### src/rtl/tft_scan_pkg.sv
package tft_scan_pkg;

  function automatic int ceil_div(input int num, input int den);
    return (num + den - 1) / den;
  endfunction

  typedef struct packed {
    logic pclk;
    logic den;
    logic lpulse;
    logic lstart;
    logic fstart;
  } strobe_t;

endpackage

### src/rtl/tft_scan_pos.sv
module tft_scan_pos #(
  parameter int unsigned WORDS   = 3,
  parameter int unsigned H_TOTAL = 336,
  parameter int unsigned V_TOTAL = 244,
  parameter int unsigned PH_W    = $clog2(WORDS),
  parameter int unsigned COL_W   = $clog2(H_TOTAL),
  parameter int unsigned ROW_W   = $clog2(V_TOTAL)
) (
  input  logic             clk_i,
  input  logic             rst_ni,
  output logic [PH_W-1:0]  phase_o,
  output logic [COL_W-1:0] col_o,
  output logic [ROW_W-1:0] row_o,
  output logic             slot_end_o
);

  logic [PH_W-1:0]  phase_q;
  logic [COL_W-1:0] col_q;
  logic [ROW_W-1:0] row_q;

  assign slot_end_o = (phase_q == PH_W'(WORDS - 1));

  // reset parks the counter in the final slot, which prefetches pixel 0
  always_ff @(posedge clk_i or negedge rst_ni) begin
    if (!rst_ni) begin
      phase_q <= '0;
      col_q   <= COL_W'(H_TOTAL - 1);
      row_q   <= ROW_W'(V_TOTAL - 1);
    end else if (slot_end_o) begin
      phase_q <= '0;
      if (col_q == COL_W'(H_TOTAL - 1)) begin
        col_q <= '0;
        row_q <= (row_q == ROW_W'(V_TOTAL - 1)) ? '0 : row_q + 1'b1;
      end else begin
        col_q <= col_q + 1'b1;
      end
    end else begin
      phase_q <= phase_q + 1'b1;
    end
  end

  assign phase_o = phase_q;
  assign col_o   = col_q;
  assign row_o   = row_q;

endmodule

### src/rtl/tft_fetch_gather.sv
module tft_fetch_gather #(
  parameter int unsigned WORDS      = 3,
  parameter int unsigned MEM_W      = 8,
  parameter int unsigned PIX_W      = 18,
  parameter int unsigned ADDR_W     = 18,
  parameter int unsigned FRAME_BASE = 0,
  parameter int unsigned H_ACTIVE   = 320,
  parameter int unsigned V_ACTIVE   = 240,
  parameter int unsigned H_TOTAL    = 336,
  parameter int unsigned V_TOTAL    = 244,
  parameter int unsigned COL_W      = $clog2(H_TOTAL),
  parameter int unsigned ROW_W      = $clog2(V_TOTAL)
) (
  input  logic              clk_i,
  input  logic              rst_ni,
  input  logic              slot_end_i,
  input  logic [COL_W-1:0]  col_i,
  input  logic [ROW_W-1:0]  row_i,
  output logic              fetch_valid_o,
  output logic [ADDR_W-1:0] fetch_addr_o,
  input  logic              fetch_ready_i,
  input  logic [MEM_W-1:0]  fetch_data_i,
  output logic [PIX_W-1:0]  pix_o,
  output logic              underrun_o
);

  localparam int unsigned K_W    = $clog2(WORDS + 1);
  localparam int unsigned GATH_W = WORDS * MEM_W;

  logic             last_col, f_act, frame_last, take;
  logic [COL_W-1:0] tgt_col;
  logic [ROW_W-1:0] tgt_row, nxt_row;
  logic [K_W-1:0]   k_q, k_n;
  logic [ADDR_W-1:0] base_q;
  logic [MEM_W-1:0] buf_q [WORDS];
  logic [MEM_W-1:0] buf_n [WORDS];
  logic [GATH_W-1:0] gather_n;
  logic [PIX_W-1:0] pix_q;
  logic             underrun_q;

  // the slot being scanned fetches the pixel of the following slot
  assign last_col   = (col_i == COL_W'(H_TOTAL - 1));
  assign nxt_row    = (row_i == ROW_W'(V_TOTAL - 1)) ? '0 : row_i + 1'b1;
  assign tgt_col    = last_col ? '0 : col_i + 1'b1;
  assign tgt_row    = last_col ? nxt_row : row_i;
  assign f_act      = (tgt_col < COL_W'(H_ACTIVE)) && (tgt_row < ROW_W'(V_ACTIVE));
  assign frame_last = f_act && (tgt_col == COL_W'(H_ACTIVE - 1)) &&
                      (tgt_row == ROW_W'(V_ACTIVE - 1));

  assign fetch_valid_o = f_act && (k_q < K_W'(WORDS));
  assign take          = fetch_valid_o && fetch_ready_i;
  assign k_n           = k_q + K_W'(take);
  assign fetch_addr_o  = base_q + ADDR_W'(k_q);

  for (genvar g = 0; g < WORDS; g++) begin : g_word
    assign buf_n[g] = (take && (k_q == K_W'(g))) ? fetch_data_i : buf_q[g];
    // first fetched byte lands most significant
    assign gather_n[(WORDS-1-g)*MEM_W +: MEM_W] = buf_n[g];
  end

  if (GATH_W > PIX_W) begin : g_drop
    logic unused_hi;
    assign unused_hi = ^gather_n[GATH_W-1:PIX_W];
  end

  always_ff @(posedge clk_i or negedge rst_ni) begin
    if (!rst_ni) begin
      k_q        <= '0;
      base_q     <= ADDR_W'(FRAME_BASE);
      pix_q      <= '0;
      underrun_q <= 1'b0;
      for (int i = 0; i < WORDS; i++) buf_q[i] <= '0;
    end else begin
      underrun_q <= slot_end_i && f_act && (k_n < K_W'(WORDS));
      if (slot_end_i) begin
        k_q   <= '0;
        pix_q <= f_act ? gather_n[PIX_W-1:0] : '0;
        for (int i = 0; i < WORDS; i++) buf_q[i] <= '0;
        if (frame_last)  base_q <= ADDR_W'(FRAME_BASE);
        else if (f_act)  base_q <= base_q + ADDR_W'(WORDS);
      end else begin
        k_q <= k_n;
        for (int i = 0; i < WORDS; i++) buf_q[i] <= buf_n[i];
      end
    end
  end

  assign pix_o      = pix_q;
  assign underrun_o = underrun_q;

endmodule

### src/rtl/tft_strobe_gen.sv
module tft_strobe_gen
  import tft_scan_pkg::*;
#(
  parameter int unsigned WORDS    = 3,
  parameter int unsigned PIX_W    = 18,
  parameter int unsigned H_ACTIVE = 320,
  parameter int unsigned V_ACTIVE = 240,
  parameter int unsigned PH_W     = 2,
  parameter int unsigned COL_W    = 9,
  parameter int unsigned ROW_W    = 8
) (
  input  logic             clk_i,
  input  logic             rst_ni,
  input  logic [PH_W-1:0]  phase_i,
  input  logic [COL_W-1:0] col_i,
  input  logic [ROW_W-1:0] row_i,
  input  logic [PIX_W-1:0] pix_i,
  output logic             pix_clk_o,
  output logic             data_en_o,
  output logic [PIX_W-1:0] pix_data_o,
  output logic             line_pulse_o,
  output logic             line_start_o,
  output logic             frame_start_o
);

  localparam int unsigned CLK_PH = WORDS / 2;

  strobe_t          dec, str_q;
  logic             row_ok, active;
  logic [PIX_W-1:0] data_q;

  always_comb begin
    row_ok     = (row_i < ROW_W'(V_ACTIVE));
    active     = row_ok && (col_i < COL_W'(H_ACTIVE));
    dec.pclk   = (phase_i == PH_W'(CLK_PH));
    dec.den    = active;
    dec.lpulse = row_ok && (col_i == COL_W'(H_ACTIVE));
    dec.lstart = row_ok && (col_i == '0);
    dec.fstart = (row_i == '0) && (col_i == '0);
  end

  // opposite edge: outputs settle half a cycle after the counter moves
  always_ff @(negedge clk_i or negedge rst_ni) begin
    if (!rst_ni) begin
      str_q  <= '0;
      data_q <= '0;
    end else begin
      str_q  <= dec;
      data_q <= active ? pix_i : '0;
    end
  end

  assign pix_clk_o     = str_q.pclk;
  assign data_en_o     = str_q.den;
  assign line_pulse_o  = str_q.lpulse;
  assign line_start_o  = str_q.lstart;
  assign frame_start_o = str_q.fstart;
  assign pix_data_o    = data_q;

endmodule

### src/rtl/tft_scan_ctrl.sv
module tft_scan_ctrl
  import tft_scan_pkg::*;
#(
  parameter int unsigned PIX_W      = 18,
  parameter int unsigned MEM_W      = 8,
  parameter int unsigned H_ACTIVE   = 320,
  parameter int unsigned H_BLANK    = 16,
  parameter int unsigned V_ACTIVE   = 240,
  parameter int unsigned V_BLANK    = 4,
  parameter int unsigned ADDR_W     = 18,
  parameter int unsigned FRAME_BASE = 0
) (
  input  logic              clk_i,
  input  logic              rst_ni,
  output logic              fetch_valid_o,
  output logic [ADDR_W-1:0] fetch_addr_o,
  input  logic              fetch_ready_i,
  input  logic [MEM_W-1:0]  fetch_data_i,
  output logic              pix_clk_o,
  output logic              data_en_o,
  output logic [PIX_W-1:0]  pix_data_o,
  output logic              line_pulse_o,
  output logic              line_start_o,
  output logic              frame_start_o,
  output logic              underrun_o
);

  localparam int unsigned WORDS   = ceil_div(PIX_W, MEM_W);
  localparam int unsigned H_TOTAL = H_ACTIVE + H_BLANK;
  localparam int unsigned V_TOTAL = V_ACTIVE + V_BLANK;
  localparam int unsigned PH_W    = $clog2(WORDS);
  localparam int unsigned COL_W   = $clog2(H_TOTAL);
  localparam int unsigned ROW_W   = $clog2(V_TOTAL);

  logic [PH_W-1:0]  phase;
  logic [COL_W-1:0] col;
  logic [ROW_W-1:0] row;
  logic             slot_end;
  logic [PIX_W-1:0] pix;

  tft_scan_pos #(
    .WORDS(WORDS), .H_TOTAL(H_TOTAL), .V_TOTAL(V_TOTAL),
    .PH_W(PH_W), .COL_W(COL_W), .ROW_W(ROW_W)
  ) u_pos (
    .clk_i(clk_i), .rst_ni(rst_ni),
    .phase_o(phase), .col_o(col), .row_o(row), .slot_end_o(slot_end)
  );

  tft_fetch_gather #(
    .WORDS(WORDS), .MEM_W(MEM_W), .PIX_W(PIX_W), .ADDR_W(ADDR_W),
    .FRAME_BASE(FRAME_BASE), .H_ACTIVE(H_ACTIVE), .V_ACTIVE(V_ACTIVE),
    .H_TOTAL(H_TOTAL), .V_TOTAL(V_TOTAL), .COL_W(COL_W), .ROW_W(ROW_W)
  ) u_fetch (
    .clk_i(clk_i), .rst_ni(rst_ni), .slot_end_i(slot_end),
    .col_i(col), .row_i(row),
    .fetch_valid_o(fetch_valid_o), .fetch_addr_o(fetch_addr_o),
    .fetch_ready_i(fetch_ready_i), .fetch_data_i(fetch_data_i),
    .pix_o(pix), .underrun_o(underrun_o)
  );

  tft_strobe_gen #(
    .WORDS(WORDS), .PIX_W(PIX_W), .H_ACTIVE(H_ACTIVE), .V_ACTIVE(V_ACTIVE),
    .PH_W(PH_W), .COL_W(COL_W), .ROW_W(ROW_W)
  ) u_strobe (
    .clk_i(clk_i), .rst_ni(rst_ni),
    .phase_i(phase), .col_i(col), .row_i(row), .pix_i(pix),
    .pix_clk_o(pix_clk_o), .data_en_o(data_en_o), .pix_data_o(pix_data_o),
    .line_pulse_o(line_pulse_o), .line_start_o(line_start_o),
    .frame_start_o(frame_start_o)
  );

endmodule

### config.mk
export PLATFORM = sky130hd
export DESIGN_NAME = tft_scan_ctrl
export DESIGN_NICKNAME = d
export VERILOG_FILES = /design/src/rtl/tft_scan_pkg.sv /design/src/rtl/tft_scan_pos.sv /design/src/rtl/tft_fetch_gather.sv /design/src/rtl/tft_strobe_gen.sv /design/src/rtl/tft_scan_ctrl.sv
export SDC_FILE = /design/constraint.sdc
export NUM_CORES = 1
export LEC_CHECK = 0
export ABC_CLOCK_PERIOD_IN_PS = 3150
export CAP_MARGIN = 25
export CORE_UTILIZATION = 52
export CTS_CLUSTER_DIAMETER = 40
export CTS_CLUSTER_SIZE = 40
export DETAILED_ROUTE_END_ITERATION = 8
export PLACE_DENSITY = 0.77
export SYNTH_ARGS = -nofsm -noshare
export SYNTH_HDL_FRONTEND = slang
export SYNTH_SLANG_ARGS = --single-unit
### constraint.sdc
create_clock -name clk_i -period 3.15 [get_ports clk_i]
set_input_delay 0.4725 -clock clk_i [delete_from_list [all_inputs] [get_ports clk_i]]
set_output_delay 0.4725 -clock clk_i [all_outputs]
set_load 0.02 [all_outputs]
; ---- Word-level counts from Yosys, hierarchy flattened
; Index checks and enable logic that the tools add are counted.
[word_totals]
out_inout_bits = 43
regBits = 99
[op_classes]
mux = 13
reduce_logical = 19
n_eq_ne = 9
addsub = 6
order_cmp = 6
[op_table]
columns = cell, n
row1 = two-way mux 18 bit, 5
row2 = two-way mux 8 bit, 4
row3 = == test 9 bit (second input constant), 3
row4 = adder 18 x 2 -> 18 bit, 1
row5 = adder 18 x 2 -> 18 bit (second input constant), 1
row6 = < comparator 9 bit (second input constant), 2
row7 = == test 8 bit (second input constant), 2
row8 = < comparator 8 bit (second input constant), 2
row9 = logical AND 1 bit, 14
row10 = adder 9 x 1 -> 9 bit (second input constant), 1
row11 = logical NOT 9 bit, 1
row12 = two-way mux 9 bit, 1
row13 = adder 8 x 1 -> 8 bit (second input constant), 1
row14 = logical NOT 8 bit, 1
row15 = two-way mux 2 bit, 3
row16 = == test 2 x 1 -> 1 bit (second input constant), 2
row17 = == test 2 bit (second input constant), 2
row18 = < comparator 2 bit (second input constant), 2
row19 = adder 2 x 1 -> 2 bit, 1
row20 = adder 2 x 1 -> 2 bit (second input constant), 1
row21 = logical NOT 2 bit, 1
row22 = AND reduction 2 bit, 1
row23 = nonzero test 2 bit, 1

; ---- Depth between registers and ports, before layout
[depth]
ltp_word = 10
depth_mapped = 14

; ---- Cells and area by module
; From an unflattened synthesis, not the netlist that was laid out.
[hier_totals]
hier_cells = 548
area_unflattened_um2 = 5272.6
[modules_own_cells]
columns = module, cells_per_inst, n_inst, area_per_inst_um2
row1 = tft_fetch_gather, 393, 1, 3499.6
row2 = tft_scan_pos, 96, 1, 974.7
row3 = tft_strobe_gen, 59, 1, 798.3

==> impl_metrics.ini <==
[run_status]
run_status = complete, no violations

[yosys]
synth_seq_cells = 99
yosys.cell_types.count = 54
number_of_warning_messages_in_the_yosys_log = 0
synth_largest_type_area_fraction = 0.302
synthXorXnorAreaFrac = 0.0462
netlist_area_mm2 = 0.00530
synthesis.nets = 580
async_reset_ff_frac = 1.00
synth-compound-area-share = 0.139
combinational_family_with_the_most_area_after_synthesis = simple AND/OR/NAND/NOR gates
synth-edff-count = 0
synth_area_per_cell_um2 = 9.49
yosys-top-cells-area = dfrtp_1 (30%), dfrtn_1 (11%), dfstp_2 (5.9%), nand2_1 (4.6%), o21ai_0 (4.3%)
post_synth_inst_count = 559
share_of_cell_area_taken_by_muxes_after_synthesis = 0.0399
synth-simple-area-share = 0.234
adder_and_majority_gate_portion_of_the_synthesized_area = 0.0250
synth_seq_area_share = 0.470
yosys.area.top_type = dfrtp_1
synthFlopType = dfrtp_1

[worst_setup_path]
worst_path_largest_cell_delay_ns = 0.54
timing_worst_setup_path_type = reg2out
crit_path_start_kind = flip-flop
setup.worst_path.end_class = output port
crit_path_top_delay_cell = dfstp_2
chain_of_cells_forming_the_critical_path = or4b_4 -> nor4_4 -> xnor2_2 -> and3_4 -> a21o_1 -> a21oi_2 -> buf_4
cp_data_arrival_time_ns = 2.67
timing.critical_path.required_ns = 2.68
critical_path_peak_fanout = 5

[final_layout]
final_cell_area_mm2 = 0.00633
post_route_cells_drive_above_1_share = 0.135
utilization = 0.644
area_growth_pct = 19.3
antenna_cells = 0
final-instance-count-excl-fill = 754
design.final.nets = 637
nFillCells = 839

[pwr]
power.internal_mw = 1.74
totalPowerFinal_mw = 2.29
clock_power_share = 0.369
power.switching_mw = 0.546
share_comb_of_total_power = 0.057
switching_share = 0.239
cellLeakagePower_nw = 2.99
pwr-share-seq = 0.574
pwr_density_cell_mw_per_mm2 = 361
peakVddDrop_v = 0.000268

[placement]
dp_cells = 734
placed_area_mm2 = 0.00606
place_hpwl_um = 8790
portBuffers = 53
gpl.final_weighted_congestion = 0.876

[detailed_routing]
viasPerCell = 5.90
drc_errors = 0
first_iter_violations = 326
wl_um = 12600
avgRoutedWirePerCell_um = 16.7
routed-via-count = 4445
detail-route-antenna-nets = 0
detailedRoute.firstPassIterationCount = 5

[sta]
finClkSkew_ns = 0.0266
timing.final.max_slew_violations = 0
setup_viol = 0
worstMarginPinSlew_ns = 0.653
final_period_minus_worst_setup_slack_ns = 3.14
max_slew_headroom = 0.561
timing_hold_violations_final = 0
clock.fmax_mhz = 318
final.period_utilization = 0.997
grt_setup_unrepaired = yes
hold-worst-slack_ns = 0.0433

[clocking]
insertion_delay_ns = 0.37
cts_sinks = 99
htreeDepth = 3
tritoncts_clock_tree = yes
cts.reportedPaths.clkPinSlew_ns = 0.10
cts.root.buffer_cell = clkbuf_8
tritoncts.num_buffers = 9
cts_hold_buffers = 0
cts.path.max_buffers = 2

[die]
dieArea_mm2 = 0.0106
design.core.area_mm2 = 0.00982
initial_utilization = 0.540
die-height_um = 103
top_level_ports = 54
core.rowCount = 36
dieWidth_um = 103

[global_routing]
maximum_number_of_pins_on_one_net_before_global_route_repair = 66
globalRouteOverflowTotal = 0
grt_usage = 0.258
first_pass_grt_wire_length_um = 20800
number_of_global_route_vias_before_repair = 4191
initial_antenna_violation_count = 0

[worst_hold_path]
min_path_type = in2async

[flow_run]
max_cap_violations = 0
-- cells in the final DEF (no fill, tap or decap), types with 13 or more instances in the layout --
| master | netlist | final |
|---|---|---|
| nand4_1 | 13 | 13 |
| and3_1 | 28 | 27 |
| buf_4 | 0 | 39 |
| a21oi_1 | 16 | 15 |
| xnor2_1 | 19 | 18 |
| dfrtp_1 | 64 | 64 |
| o21ai_0 | 46 | 46 |
| mux2i_1 | 20 | 20 |
| dfrtn_1 | 23 | 23 |
| clkdlybuf4s50_1 | 0 | 22 |
| nand3_1 | 40 | 40 |
| nor2_1 | 21 | 21 |
| nand2_1 | 65 | 65 |
| o31ai_1 | 23 | 23 |
-- cells in the mapped netlist (6+ instances only) --
cell,number
a21o_1,6
inv_1,12
nor2_1,21
mux2i_1,20
o31ai_1,23
nand4_1,13
nand3_1,40
nand2_1,65
o21ai_0,46
buf_2,7
a21oi_1,16
clkbuf_1,32
or3_1,8
ha_1,9
and3_1,28
nor4_1,7
dfrtp_1,64
xor2_1,9
dfstp_2,12
dfrtn_1,23
nor3_1,7
xnor2_1,19
-- critical path, delay by kind of cell, from the launching register on --
family | cells | cell delay (ns)
buffers and inverters | 1 | 0.16
flip-flops | 1 | 0.54
XOR/XNOR | 1 | 0.12
AO/OA/AOI/OAI | 2 | 0.34
AND/OR/NAND/NOR | 3 | 1.13
-- registers in the layout, summed over array words and instances, names as in the netlist, 2 cells and up --
signal	count
u_fetch.base_q	18
u_fetch.buf_q	18
u_fetch.k_q	2
u_fetch.pix_o	18
u_pos.col_o	9
u_pos.phase_o	2
u_pos.row_o	8
u_strobe.pix_data_o	18
-- power by group through the flow --
stage                     clock network [mW]  registers, mW  logic, mW
after floorplan                            0           1.35     0.0424
after global placement                     0           1.34      0.136
after detailed placement                   0           1.34      0.140
after CTS                              0.866           1.31      0.132
after global routing                   0.919           1.32      0.146
final                                  0.844           1.31      0.130
-- cell families (layout without fill, tap and decap cells) --
kind of cell / Yosys count / after routing
compound gates: 116 / 116
xor+xnor: 28 / 28
fa+ha+maj: 10 / 10
buf+inv: 56 / 118
flops: 99 / 99
mux: 21 / 21
simple gates: 229 / 229
-- per-layer routing --
layer	share of wire	up-vias	GRT usage
met5	0	-	0
met4	0.011	0	0.0769
met3	0.058	13	0.0461
met2	0.48	153	0.405
met1	0.45	2161	0.366
li1	-	2118	-
-- what timing repair did --
action                                  in CTS  in global routing
endpoints found under the setup margin      24                 21
buffers inserted                             0                  4
pin swaps                                    1                  3
resized for setup                           29                 21
-- metrics by stage --
| stage | worst slack, ns | setup TNS [ns] |
|---|---|---|
| floorplan | 0.0111 | 0 |
| global placement | 0.0630 | 0 |
| detailed placement | -0.0110 | -0.0110 |
| CTS | -0.0840 | -0.0840 |
| global route | -0.0888 | -0.0888 |
| finish | 0.0102 | 0 |
-- final cells by class --
cell class	count	area, um2	area share
Timing Repair Buffer	90	803	0.127
Inverter	12	45.0	0.00712
Tap cell	133	166	0.0263
Clock inverter	4	32.5	0.00514
Clock buffer	12	176	0.0279
Sequential cell	99	2490	0.394
Multi-Input combinational cell	404	2610	0.413
-- path summary, 6_finish.rpt --
path / depth (start not counted) / endpoint / slack [ns] / startpoint
max in group asynchronous: 1 / u_strobe.line_start_o$_DFF_NN0_ / 1.23 / rst_ni
setup / recovery: 7 / fetch_valid_o / 0.01 / u_pos.col_o[8]$_DFFE_PN1P_
setup reg to reg: 4 / u_strobe.line_pulse_o$_DFF_NN0_ / 0.10 / u_pos.col_o[8]$_DFFE_PN1P_
hold / removal: 1 / u_fetch.buf_q[3]$_DFF_PN0_ / 0.04 / rst_ni
min in group clk_i: 1 / u_pos.phase_o[0]$_DFF_PN0_ / 0.47 / u_pos.phase_o[0]$_DFF_PN0_
hold reg to reg: 1 / u_pos.phase_o[0]$_DFF_PN0_ / 0.47 / u_pos.phase_o[0]$_DFF_PN0_
Power figures use the tool's default switching activity.
